File: config.mk
export PLATFORM = sky130hd
export DESIGN_NAME = halt_state_ctl
export DESIGN_NICKNAME = d
export VERILOG_FILES = /design/src/rtl/halt_ctl_pkg.sv /design/src/rtl/halt_phase_seq.sv /design/src/rtl/halt_max_enc.sv /design/src/rtl/halt_min_enc.sv /design/src/rtl/halt_state_ctl.sv
export SDC_FILE = /design/constraint.sdc
export NUM_CORES = 1
export LEC_CHECK = 0
export BUFFER_PORTS_ARGS = -buffer_cell sky130_fd_sc_hd__buf_2
export CORE_AREA = 3 3 40 42
export CTS_CLUSTER_DIAMETER = 100
export DETAILED_ROUTE_END_ITERATION = 7
export DIE_AREA = 0 0 43 45
export PLACE_DENSITY_LB_ADDON = 0.05
export SLEW_MARGIN = 20
export SYNTH_ARGS = -nofsm -noshare
export SYNTH_HDL_FRONTEND = slang
export SYNTH_SLANG_ARGS = --single-unit
File: constraint.sdc
create_clock -name clk -period 1.7 [get_ports clk]
set_input_delay 0.17 -clock clk [delete_from_list [all_inputs] [get_ports clk]]
set_output_delay 0.17 -clock clk [all_outputs]
set_load 0.02 [all_outputs]
File: src/rtl/halt_ctl_pkg.sv
package halt_ctl_pkg;
  typedef enum logic [1:0] {
    PH_RUN      = 2'd0,
    PH_ANNOUNCE = 2'd1,
    PH_QUIET    = 2'd2,
    PH_HELD     = 2'd3
  } halt_phase_e;
endpackage

File: src/rtl/halt_phase_seq.sv
module halt_phase_seq
  import halt_ctl_pkg::*;
#(
  parameter int ALE_DELAY = 1
) (
  input  logic        clk,
  input  logic        rst_n,
  input  logic        halt_strobe,
  input  logic        hold_active,
  input  logic        intr_pending,
  output halt_phase_e phase,
  output logic        in_window,
  output logic        latch_slot
);
  localparam int CNT_W = (ALE_DELAY < 1) ? 1 : $clog2(ALE_DELAY + 1);
  localparam logic [CNT_W-1:0] LAST = CNT_W'(ALE_DELAY);

  halt_phase_e       phase_q, phase_d;
  logic [CNT_W-1:0]  cnt_q, cnt_d;

  always_comb begin
    phase_d = phase_q;
    cnt_d   = cnt_q;
    unique case (phase_q)
      PH_RUN: begin
        if (halt_strobe) begin
          phase_d = hold_active ? PH_HELD : PH_ANNOUNCE;
          cnt_d   = '0;
        end
      end
      default: begin
        if (intr_pending) begin
          phase_d = PH_RUN;
          cnt_d   = '0;
        end else if (hold_active) begin
          phase_d = PH_HELD;
          cnt_d   = '0;
        end else if (phase_q == PH_HELD) begin
          phase_d = PH_ANNOUNCE;
          cnt_d   = '0;
        end else if (phase_q == PH_ANNOUNCE) begin
          if (cnt_q == LAST) phase_d = PH_QUIET;
          else               cnt_d   = cnt_q + 1'b1;
        end
      end
    endcase
  end

  always_ff @(posedge clk or negedge rst_n) begin
    if (!rst_n) begin
      phase_q <= PH_RUN;
      cnt_q   <= '0;
    end else begin
      phase_q <= phase_d;
      cnt_q   <= cnt_d;
    end
  end

  assign phase      = phase_q;
  assign in_window  = (phase_q == PH_ANNOUNCE);
  assign latch_slot = (phase_q == PH_ANNOUNCE) && (cnt_q == LAST);
endmodule

File: src/rtl/halt_max_enc.sv
module halt_max_enc #(
  parameter int               STAT_W       = 3,
  parameter logic [STAT_W-1:0] HALT_CODE    = 3'b011,
  parameter logic [STAT_W-1:0] PASSIVE_CODE = 3'b111
) (
  input  logic              max_mode,
  input  logic              in_window,
  output logic [STAT_W-1:0] bus_stat
);
  always_comb begin
    bus_stat = PASSIVE_CODE;
    if (max_mode && in_window) bus_stat = HALT_CODE;
  end
endmodule

File: src/rtl/halt_min_enc.sv
module halt_min_enc (
  input  logic max_mode,
  input  logic is_halted,
  output logic mem_io,
  output logic dir_tx,
  output logic stat_aux
);
  logic show;
  assign show     = !max_mode && is_halted;
  assign mem_io   = show;
  assign dir_tx   = show;
  assign stat_aux = show;
endmodule

File: src/rtl/halt_state_ctl.sv
module halt_state_ctl
  import halt_ctl_pkg::*;
#(
  parameter int               ALE_DELAY    = 1,
  parameter int               STAT_W       = 3,
  parameter logic [STAT_W-1:0] HALT_CODE    = 3'b011,
  parameter logic [STAT_W-1:0] PASSIVE_CODE = 3'b111
) (
  input  logic              clk,
  input  logic              rst_n,
  input  logic              max_mode,
  input  logic              halt_strobe,
  input  logic              hold_active,
  input  logic              intr_pending,
  output logic              halted,
  output logic              ale,
  output logic [STAT_W-1:0] bus_stat,
  output logic              mem_io,
  output logic              dir_tx,
  output logic              stat_aux,
  output logic              stat_oe
);
  halt_phase_e phase;
  logic        in_window;
  logic        latch_slot;

  halt_phase_seq #(.ALE_DELAY(ALE_DELAY)) u_seq (
    .clk          (clk),
    .rst_n        (rst_n),
    .halt_strobe  (halt_strobe),
    .hold_active  (hold_active),
    .intr_pending (intr_pending),
    .phase        (phase),
    .in_window    (in_window),
    .latch_slot   (latch_slot)
  );

  assign halted  = (phase != PH_RUN);
  assign stat_oe = !hold_active;
  assign ale     = latch_slot && !hold_active;

  halt_max_enc #(
    .STAT_W       (STAT_W),
    .HALT_CODE    (HALT_CODE),
    .PASSIVE_CODE (PASSIVE_CODE)
  ) u_max (
    .max_mode  (max_mode),
    .in_window (in_window),
    .bus_stat  (bus_stat)
  );

  halt_min_enc u_min (
    .max_mode  (max_mode),
    .is_halted (halted),
    .mem_io    (mem_io),
    .dir_tx    (dir_tx),
    .stat_aux  (stat_aux)
  );
endmodule

## Yosys cells after proc, flatten, opt, wreduce, memory -nomap -nowiden

Cells that the tools add are included.
W data, S select, Z words.

- Add/sub/neg operators: 1
- Eq/ne operators: 3
- Multiplexer cells: 16
- Reductions and logical operators: 12

Operators with widths:

| kind | number |
|---|---|
| $mux W2 | 8 |
| $reduce_bool A5 Y1 | 2 |
| $mux W1 | 7 |
| $logic_and A1 B1 Y1 | 4 |
| $mux W3 | 1 |
| $reduce_and A3 Y1 | 1 |
| $eq A2 B1 Y1 const B | 1 |
| $eq A2 B2 Y1 const B | 1 |
| $logic_not A1 Y1 | 2 |
| $logic_not A2 Y1 | 1 |
| $ne A2 B2 Y1 const B | 1 |
| $reduce_and A2 Y1 | 1 |
| $reduce_bool A2 Y1 | 1 |
| $add A1 B1 Y1 const B | 1 |

- Bits in registers: 3
- Input bits: 6
- Output and inout port bits: 9
- Word-level logic and storage cells: 34

## Longest topological paths before layout

Gate-level depths: netlist (run 1).

- Depth in word-level cells: 7
- Depth in mapped cells: 5
- Gate-level depth less buffers: 5

## Hierarchy

A second synthesis (run 1) with hierarchy kept.

- Cell total of the unflattened synthesis: 29
- Area total of the unflattened synthesis: 246.5 µm²

By module, submodules not included:

| module | times used | cells an instance | area an instance (µm²) | sequential area each (µm²) |
|---|---|---|---|---|
| halt_phase_seq | 1 | 19 | 178.9 | 75.1 |
| halt_min_enc | 1 | 3 | 28.8 | 0.0 |
| halt_max_enc | 1 | 4 | 22.5 | 0.0 |
| halt_state_ctl | 1 | 3 | 16.3 | 0.0 |

## Worst setup path before layout (run 1)

OpenSTA, ideal clock, no wires.

- Kind: flip-flop to output port
- Start: register u_seq.phase_q[0] (netlist: u_seq.phase[0])
- End: output port mem_io
- Arrival: 1259 ps
- Data required time: 1530 ps
- Path slack: 271 ps
- Stages on the path, launching flop included: 5
- Path buffers: 1
- Path through: dfrtp_1 -> inv_1 -> ha_1 -> nor2_1 -> buf_4

- Longest elaborated chain between the ends: 2

RTL lines:

| item | RTL line | source |
|---|---|---|
| start: declaration | halt_phase_seq.sv:18 | `halt_phase_e phase_q, phase_d;` |
| start signal: assignment | halt_phase_seq.sv:54 | `phase_q <= phase_d;` |
| $reduce_bool A2 Y1 | halt_state_ctl.sv:38 | `assign halted = (phase != PH_RUN);` |
| $logic_and A1 B1 Y1 | halt_min_enc.sv:9 | `assign show = !max_mode && is_halted;` |
| end: declaration | halt_state_ctl.sv:18 | `output logic mem_io,` |

Every way passes these cells.

## Final worst setup path (run 1)

- Start: register u_seq.phase_q[0] (netlist: u_seq.phase[0])
- End: register u_seq.phase_q[1] (netlist: u_seq.phase[1])

- Longest elaborated chain between the ends: 5
- Elaborated cells on any way between the ends: 11
- Those cells by class: 3 x eq/ne; 4 x mux; 4 x reduce/logical

RTL lines:

| item | RTL line | source |
|---|---|---|
| $eq A2 B2 Y1 | halt_phase_seq.sv:38 | `end else if (phase_q == PH_HELD) begin` |
| $mux W2 | halt_phase_seq.sv:38 |  |
| $mux W2 | halt_phase_seq.sv:35 | `end else if (hold_active) begin` |
| $mux W2 | halt_phase_seq.sv:32 | `if (intr_pending) begin` |
| $mux W2 | halt_phase_seq.sv:24 | `unique case (phase_q)` |

Parallel ways exist; a longest one is shown, timed or not.
A chain may end at the register's enable or synchronous reset.

==> metrics, run 1 <==
area delta synth->final=33.19%; CTS Sinks=3; worst hold slack=around 0.22 ns; Placed Area=between 300 and 400 um2; Die Y=approximately 45 um; vias in the first global route=~300; CTS tree=yes; Site Rows=13; Most Crowded Layer GR=met2; drt via density=4.692; Yosys reg bits=3; yosys warns=0; CTS Buffer Depth=2; largest net degree at the start of global routing=9; Tot Pwr=638.5 uW; DR iter-0 viols=2; Crit. End Element=flop; dpl hpwl=~580 um; CP startpoint kind=flop; sequential share of power=roughly a fifth; met3 GRT Util=2.789%; final hold vios=0; Root Buffer=clkbuf_4; Max IR drop VDD=~0.00055 V; synth top area cells=dfrtp_1, ha_1, buf_4, inv_1, a2111o_1; antenna violations before repair=0; cells after synthesis=35; routed wire length=750 um; worst reg2reg path endpoint=u_seq.phase[1]; Synth async-reset ratio=100.0%; R2R setup slack=0.12 ns; Synth top area share=25.86%; Final ANT Viol Nets=0; final setup vio count=0; IO Port Bufs=12; grt met2 use=a little over an eighth; Finished Cell Area=slightly below 400 um2; hold_buf cts=1; syn avg cell area=approximately 8.3 um2; post-synthesis sequential area ratio=between 20% and 30%; Post-CTS Setup Bufs=0; CTS Buf Count=3; Register-to-Register Path Depth=6; Initial Util=around 23%; Total GRT Usage=8.514%; Worst Skew=between 0.002 and 0.003 ns; htree depth=1; Fill cells=around 140; CP arrival=around 1.8 ns; leakage power=between 0.2 and 0.25 nW; worst-skew pair later-pin latency=around 0.23 ns; leading cell type in the layout, fill and taps excluded=buf_2; CP Max Fanout=4; cts repair resizes=0; first-pass GRT wire length=between 1 and 1.5 mm; final setup TNS=0 ns; DR vias=305; number of max-cap violations=0; WL/cell=around 12 um; DRC=0; clock-pin slew on the worst setup and hold paths=0.04 ns; hold path cells=3; Critical Path RT=1.87 ns; layout cells sized above 1=approximately a third; Placer Congestion=between 0.6 and 0.7; Hold Path Class=input pin to flop; Comb pwr share=approximately three fifths; die area=a little under 2000 um2; EDFF count, synth=0; Max Freq=about 630 MHz; Switching Fraction=a little under half; power per standard cell area=between 1500 and 2000 nW/um2; Synth Flop Type=dfrtp_1; area of the core=~1300 um2; Ant. Diodes=0; num ports=15; RSZ-0062 raised after global routing=false; status=finished clean; met1 Use GR=~8.3%; top cell type by total area after synthesis=dfrtp_1; worst r2r src=u_seq.phase[0]; die width=between 40 and 50 um; Final Max Tran Viols=0; HP Start=halt_strobe; Final period util=just over 90%; Psw=roughly 300 uW; total congestion overflow=0; Cell Area, Synth=around 290 um2; crit path time final=approximately 1.6 ns; commonest non-fill, non-tap cells in the layout=buf_2, inv_1; clock power share=roughly 20%; Worst Hold End=u_seq.phase[1]; NumNets Final=60; Pint=~350 uW; DRT Pass-1 Iters=4; Netlist cell types=21; Setup CP Type=flop to flop
critical path, cell delays in order (launching register included):
cell      delay [ns]
dfrtp_1         0.38
inv_1           0.08
ha_1            0.29
nor3b_1         0.14
buf_4           0.15
a2111o_1        0.39
nand3_1         0.08
worst max path at each step:
| stage | start | end | slack, ns | cells after the start |
|---|---|---|---|---|
| 5_1_grt | u_seq.phase[0] | mem_io | 0.03 | 4 |
| 4_1_cts | u_seq.phase[0] | stat_aux | 0.11 | 4 |
| 3_5_place_dp | u_seq.phase[0] | u_seq.phase[1] | 0.13 | 6 |
| 6_report | u_seq.phase[0] | u_seq.phase[1] | 0.12 | 6 |
| 3_3_place_gp | u_seq.phase[0] | u_seq.phase[1] | 0.15 | 6 |
| 2_1_floorplan | u_seq.phase[0] | mem_io | 0.27 | 4 |
power groups by stage:
stage	registers, mW	clock network, mW	logic, mW
4_1_cts	0.133	0.134	0.380
3_3_place_gp	0.130	0	0.376
3_5_place_dp	0.133	0	0.376
2_1_floorplan	0.125	0	0.288
6_report	0.133	0.127	0.378
5_1_grt	0.137	0.144	0.411
cell families after synthesis:
kind of cell | share of synthesized area (%)
compound gates | 21.12
fa+ha+maj | 12.93
buf+inv | 15.52
flops | 25.86
other cells | 1.292
simple gates | 23.28
metal layers:
metal	part of all wire [%]	vias to the layer above
met5	0	-
met1	40	138
met3	10	0
li1	-	149
met2	50	18
met4	0	0
per-stage QoR:
| step | setup slack [ns] | utilization [%] | cells |
|---|---|---|---|
| 5_1_grt | 0.03494 | 30.09 | 65 |
| 6_report | 0.1196 | 30.09 | 65 |
| 3_5_place_dp | 0.1287 | 27.26 | 60 |
| 4_1_cts | 0.1127 | 30.09 | 65 |
| 2_1_floorplan | 0.2714 | - | 36 |
| 3_3_place_gp | 0.1452 | 27.26 | 60 |
final cells by class:
type | instances | area [um2] | area share (%)
multi-input combinational | 25 | 173.9 | 44.98
sequential | 3 | 75.07 | 19.42
timing repair buffer | 14 | 77.57 | 20.06
clock buffer | 4 | 26.28 | 6.796
tap | 15 | 18.77 | 4.854
inverter | 4 | 15.01 | 3.883
synth_stat cells, types with 2 or more instances:
cell type / instances
buf_4: 4
inv_1: 4
dfrtp_1: 3
ha_1: 3
nand2_1: 3
nand3_1: 2
nor2_1: 2
state kept, by name, indices dropped and copies added (netlist names):
register,count
u_seq.phase,2
u_seq.cnt_q,1
Note: power is estimated with default switching activity, not from simulation.
==> run 2, diff against run 1 <==
Settings changed: CTS_BUF_LIST set to sky130_fd_sc_hd__clkbuf_8, REMOVE_ABC_BUFFERS set to 1.
==> run 2 against run 1 <==
Design area increased by 6.8%. Highest routed layer unchanged. Worst setup slack improved by 0.059 ns. Die area unchanged. Critical endpoint unchanged.
==> metrics, run 2 (synthesized netlist as in run 1, its figures left out) <==
status=finished clean (unchanged); vias in the first global route=303 (unchanged); CTS tree=yes (unchanged); num ports=15 (unchanged); Crit-path slowest cell=a2111o_1 (unchanged); sequential share of power=17.4% (was 20.9%); layout cells sized above 1=33.33% (was 32.00%); leakage power=0.2312 nW (was 0.2143 nW); cts repair resizes=0 (unchanged); Root Buffer=clkbuf_8 (was clkbuf_4); DRT Pass-1 Iters=2 (was 4); DRC=0 (unchanged); final setup vio count=0 (unchanged); Multi-input gate area=173.9 um2 (unchanged); CTS Buf Count=3 (unchanged); Placer Congestion=0.7438 (was 0.6918); Initial Util=22.59% (unchanged); Switching Fraction=40.70% (was 45.65%); WL/cell=11.26 um (was 11.54 um); CP Cell Sequence=inv_1 > ha_1 > nor3b_1 > buf_4 > a2111o_1 > nand3_1 (unchanged); die width=43 um (unchanged); Critical Path RT=1.84 ns (was 1.87 ns); DR iter-0 viols=2 (unchanged); die area=1935 um2 (unchanged); Crit path max-delay family=compound AO/OA/AOI/OAI gates (unchanged); Die Y=45 um (unchanged); Worst Skew=0.0003794 ns (was 0.002583 ns); Total GRT Usage=9.341% (was 8.514%); Final Max Tran Viols=0 (unchanged); Buf/Inv on CP=2 (unchanged); DR vias=288 (was 305); Tot Pwr=718.2 uW (was 638.5 uW); worst-skew pair later-pin latency=0.21 ns (was 0.23 ns); post-placement cell count=61 (was 60); CP Max Fanout=4 (unchanged); antenna violations before repair=0 (unchanged); dpl hpwl=616.4 um (was 582.1 um); drt via density=4.364 (was 4.692); NumNets Final=61 (was 60); max reg flops=2 (unchanged); Max Freq=657.3 MHz (was 632.8 MHz); Crit. End Element=flop (unchanged); total congestion overflow=0 (unchanged); area delta synth->final=42.24% (was 33.19%); Site Rows=13 (unchanged); first-pass GRT wire length=1.269 mm (was 1.166 mm); final hold vios=0 (unchanged); number of max-cap violations=0 (unchanged); CTS Buffer Depth=2 (unchanged); Psw=292.3 uW (was 291.5 uW); RSZ-0062 raised after global routing=false (unchanged); FF/Latch Area=75.07 um2 (unchanged); Pint=425.9 uW (was 347.0 uW); IO Port Bufs=12 (unchanged); CP startpoint kind=flop (unchanged); leading cell type in the layout, fill and taps excluded=buf_2 (unchanged); Comb pwr share=55.3% (was 59.2%); commonest non-fill, non-tap cells in the layout=buf_2, inv_1 (unchanged); clock-pin slew on the worst setup and hold paths=0.03 ns (was 0.04 ns); Setup CP Type=flop to flop (unchanged); largest net degree at the start of global routing=9 (unchanged); final setup TNS=0 ns (unchanged); Max IR drop VDD=0.0005685 V (was 0.0005501 V); CP arrival=1.67 ns (was 1.75 ns); Non-Filler Instances=66 (was 65); routed wire length=743 um (was 750 um); area of the core=1285 um2 (unchanged); Ant. Diodes=0 (unchanged); Hold Path Class=input pin to flop (unchanged); crit path time final=1.521 ns (was 1.580 ns); Post-CTS Setup Bufs=0 (unchanged); clock power share=27.3% (was 19.9%); power per standard cell area=1739 nW/um2 (was 1651 nW/um2); Final ANT Viol Nets=0 (unchanged); htree depth=1 (unchanged); Final period util=89.49% (was 92.96%); CTS Sinks=3 (unchanged); Fill cells=139 (was 141); CP max stage delay=0.40 ns (was 0.39 ns)
-- run 2: cell count changes in the layout (fill, tap and decap cells not counted), sizes merged --
cell    delta
clkbuf     -1
buf        +1
inv        +1
-- run 2: power groups by stage --
| stage | Combinational [mW] | Sequential (mW) | Clock, mW |
|---|---|---|---|
| after floorplan | 0.264 | 0.125 | 0 |
| final | 0.397 | 0.125 | 0.196 |
| after global routing | 0.439 | 0.129 | 0.210 |
| after global placement | 0.402 | 0.127 | 0 |
| after CTS | 0.402 | 0.125 | 0.202 |
| after detailed placement | 0.399 | 0.126 | 0 |
-- run 2: stage by stage --
stage	utilization (%)	hold slack (ns)	worst slack, ns	cell area (um2)
final	32.13	0.2323	0.1787	412.9
after global routing	32.13	0.2611	0.1007	412.9
after CTS	32.13	0.2313	0.1659	412.9
after detailed placement	27.85	-0.02914	0.1714	357.8
after global placement	27.85	-0.03131	0.1649	357.8
after floorplan	-	-0.1256	0.07419	264.0
-- run 2: final timing paths --
path	start	endpoint	slack (ns)	cells after the start
hold reg to reg	u_seq.cnt_q	u_seq.cnt_q	0.52	2
max in group asynchronous	rst_n	u_seq.cnt_q	1.30	2
min in group asynchronous	rst_n	u_seq.phase[1]	0.30	2
setup / recovery	u_seq.phase[0]	u_seq.phase[1]	0.18	6
hold / removal	halt_strobe	u_seq.phase[1]	0.23	3
setup reg to reg	u_seq.phase[0]	u_seq.phase[1]	0.18	6
-- run 2: per-layer routing --
metal | track usage (%) | share of wire, %
met1 | 9.927 | 43
met2 | 13.77 | 50
met3 | 5.179 | 6.7
met4 | 7.229 | 0
met5 | 0 | 0
-- run 2: area by class of cell --
class | instances | share of cell area (%)
timing repair buffer | 15 | 20.61
clock inverter | 1 | 0.9091
sequential | 3 | 18.18
clock buffer | 3 | 10.00
multi-input combinational | 25 | 42.12
tap | 15 | 4.545
inverter | 4 | 3.636
-- run 2: worst min-delay path: cells and delay by family --
kind,cells,cell delay (ns)
AND/OR/NAND/NOR,2,0.14
buffers and inverters,1,0.09
-- run 2: timing repair --
item	4_1_cts	5_1_grt
endpoints found under the hold margin	3	0
hold buffers	1	0
setup endpoints to repair	0	0
==> run 3, diff against run 2 <==
==> constraint.sdc (replaced) <==
create_clock -name clk -period 1.7 [get_ports clk]
set_input_delay 0.34 -clock clk [delete_from_list [all_inputs] [get_ports clk]]
set_output_delay 0.34 -clock clk [all_outputs]
set_load 0.02 [all_outputs]
==> run 3 against run 2 <==
Power rose by 1.3%. Utilization rose by 0.39 points. Flip-flop and latch count did not move. Global-route usage did not move. Worst setup slack got worse by 0.089 ns. Via count rose by 1.0%. Critical endpoint is now stat_aux. Highest routed layer unchanged.
==> metrics, run 3 (synthesized netlist as in run 1, its figures left out) <==
Finished Cell Area=417.9 um2 (was 412.9 um2); power per standard cell area=1740 nW/um2 (was 1739 nW/um2); hold path cells=3 (unchanged); die area=1935 um2 (unchanged); CP startpoint kind=flop (unchanged); crit path time final=1.610 ns (was 1.521 ns); DRT Pass-1 Iters=3 (was 2); CP Max Fanout=8 (was 4); CTS Buf Count=3 (unchanged); Critical Path RT=1.36 ns (was 1.84 ns); final hold vios=0 (unchanged); Final period util=94.73% (was 89.49%); Placer Congestion=0.7438 (unchanged); DRC=0 (unchanged); number of max-cap violations=0 (unchanged); die width=43 um (unchanged); num ports=15 (unchanged); worst hold slack=0.4014 ns (was 0.2323 ns); Final Max Tran Viols=0 (unchanged); Fill cells=141 (was 139); Crit path max-delay family=flip-flops (was compound AO/OA/AOI/OAI gates); worst-skew pair later-pin latency=0.21 ns (about the same); IO Port Bufs=12 (unchanged); htree depth=1 (unchanged); DR vias=291 (was 288); Final Util=32.52% (was 32.13%); NumNets Final=61 (unchanged); Max Freq=620.9 MHz (was 657.3 MHz); Crit-path slowest cell=dfrtp_1 (was a2111o_1); Worst Hold End=u_seq.phase[1] (unchanged); leakage power=0.2319 nW (was 0.2312 nW); CP max stage delay=0.36 ns (was 0.40 ns); Max IR drop VDD=0.0005919 V (was 0.0005685 V); worst reg2reg path endpoint=u_seq.phase[1] (unchanged); Initial Util=22.59% (unchanged); dpl hpwl=616.4 um (unchanged); CTS Buffer Depth=2 (unchanged); CP Cell Sequence=inv_1 > ha_1 > nor2_2 > buf_2 (was inv_1 > ha_1 > nor3b_1 > buf_4 > a2111o_1 > nand3_1); CTS tree=yes (unchanged); area delta synth->final=43.97% (was 42.24%); worst r2r src=u_seq.phase[0] (unchanged); max reg flops=2 (unchanged); DR iter-0 viols=1 (was 2); total congestion overflow=0 (unchanged); first-pass GRT wire length=1.269 mm (unchanged); Root Buffer=clkbuf_8 (unchanged); R2R setup slack=0.18 ns (about the same); HP Start=halt_strobe (unchanged); status=finished clean (unchanged); drt via density=4.409 (was 4.364); WL/cell=11.29 um (was 11.26 um); antenna violations before repair=0 (unchanged); Tot Pwr=727.2 uW (was 718.2 uW); leading cell type in the layout, fill and taps excluded=buf_2 (unchanged); Site Rows=13 (unchanged); CTS Sinks=3 (unchanged); commonest non-fill, non-tap cells in the layout=buf_2, inv_1, ha_1, clkbuf_8, dfrtp_1 (was buf_2, inv_1); Hold Path Class=input pin to flop (unchanged); Register-to-Register Path Depth=6 (unchanged); Final ANT Viol Nets=0 (unchanged); area of the core=1285 um2 (unchanged); Post-CTS Setup Bufs=0 (unchanged); vias in the first global route=303 (unchanged); clock-pin slew on the worst setup and hold paths=0.03 ns (about the same); routed wire length=745 um (was 743 um); Die Y=45 um (unchanged); Setup CP Type=flop to output pin (was flop to flop); CP arrival=1.27 ns (was 1.67 ns); Ant. Diodes=0 (unchanged); layout cells sized above 1=37.25% (was 33.33%); Placed Area=357.8 um2 (unchanged); Crit. End Element=output pin (was flop); Worst Skew=0.0003794 ns (unchanged); largest net degree at the start of global routing=9 (unchanged); Buf/Inv on CP=2 (unchanged); Total GRT Usage=9.341% (unchanged); final setup vio count=0 (unchanged); RSZ-0062 raised after global routing=false (unchanged)
run 3: changes by cell type in the layout (fill, tap and decap cells not counted):
cell / delta
nor2_2: +1
nand2_2: +1
nor2_1: -1
nand2_1: -1
run 3: power breakdown:
| part | leakage, nW | internal [mW] | switching, mW |
|---|---|---|---|
| combinational | 0.168 | 0.171 | 0.234 |
| clock | 0.0269 | 0.153 | 0.0424 |
| sequential | 0.0373 | 0.105 | 0.0218 |
| total | 0.232 | 0.429 | 0.298 |
run 3: tightest hold or removal path, cell delays in order:
cell,delay (ns)
buf_2,0.09
nand3_1,0.06
nand3_1,0.08
run 3: repair_timing:
item,in CTS,in global routing
hold endpoints to repair,3,0
resized for setup,0,2
endpoints found under the setup margin,0,4
hold buffers,1,0
run 3: routing by layer:
metal	wire (um)	vias up	GRT usage, %
met1	324	132	9.927
met5	0	-	0
met2	370	8	13.77
li1	-	151	-
met3	50	0	5.179
met4	0	0	7.229
run 3: worst max path at each step:
| stage | cells past startpoint | start | to | slack, ns |
|---|---|---|---|---|
| final | 4 | u_seq.phase[0] | stat_aux | 0.09 |
| after global routing | 4 | u_seq.phase[0] | stat_aux | 0.03 |
| after CTS | 4 | u_seq.phase[0] | stat_aux | 0.04 |
| after detailed placement | 6 | u_seq.phase[0] | u_seq.phase[1] | 0.17 |
| after global placement | 6 | u_seq.phase[0] | u_seq.phase[1] | 0.16 |
| after floorplan | 3 | u_seq.phase[0] | dir_tx | -0.1 |
run 3: metrics by stage:
step	setup slack [ns]	TNS (ns)	instances
after global routing	0.02929	0	66
final	0.08952	0	66
after CTS	0.03575	0	66
after detailed placement	0.1714	0	61
after floorplan	-0.09581	-0.2874	32
after global placement	0.1649	0	61
run 3: final cells by class:
class	count	area, um2	area share [%]
Clock inverter	1	3.754	0.8982
Inverter	4	15.01	3.593
Clock buffer	3	41.29	9.880
Timing Repair Buffer	15	85.08	20.36
Tap cell	15	18.77	4.491
Sequential cell	3	75.07	17.96
Multi-Input combinational cell	25	178.9	42.81
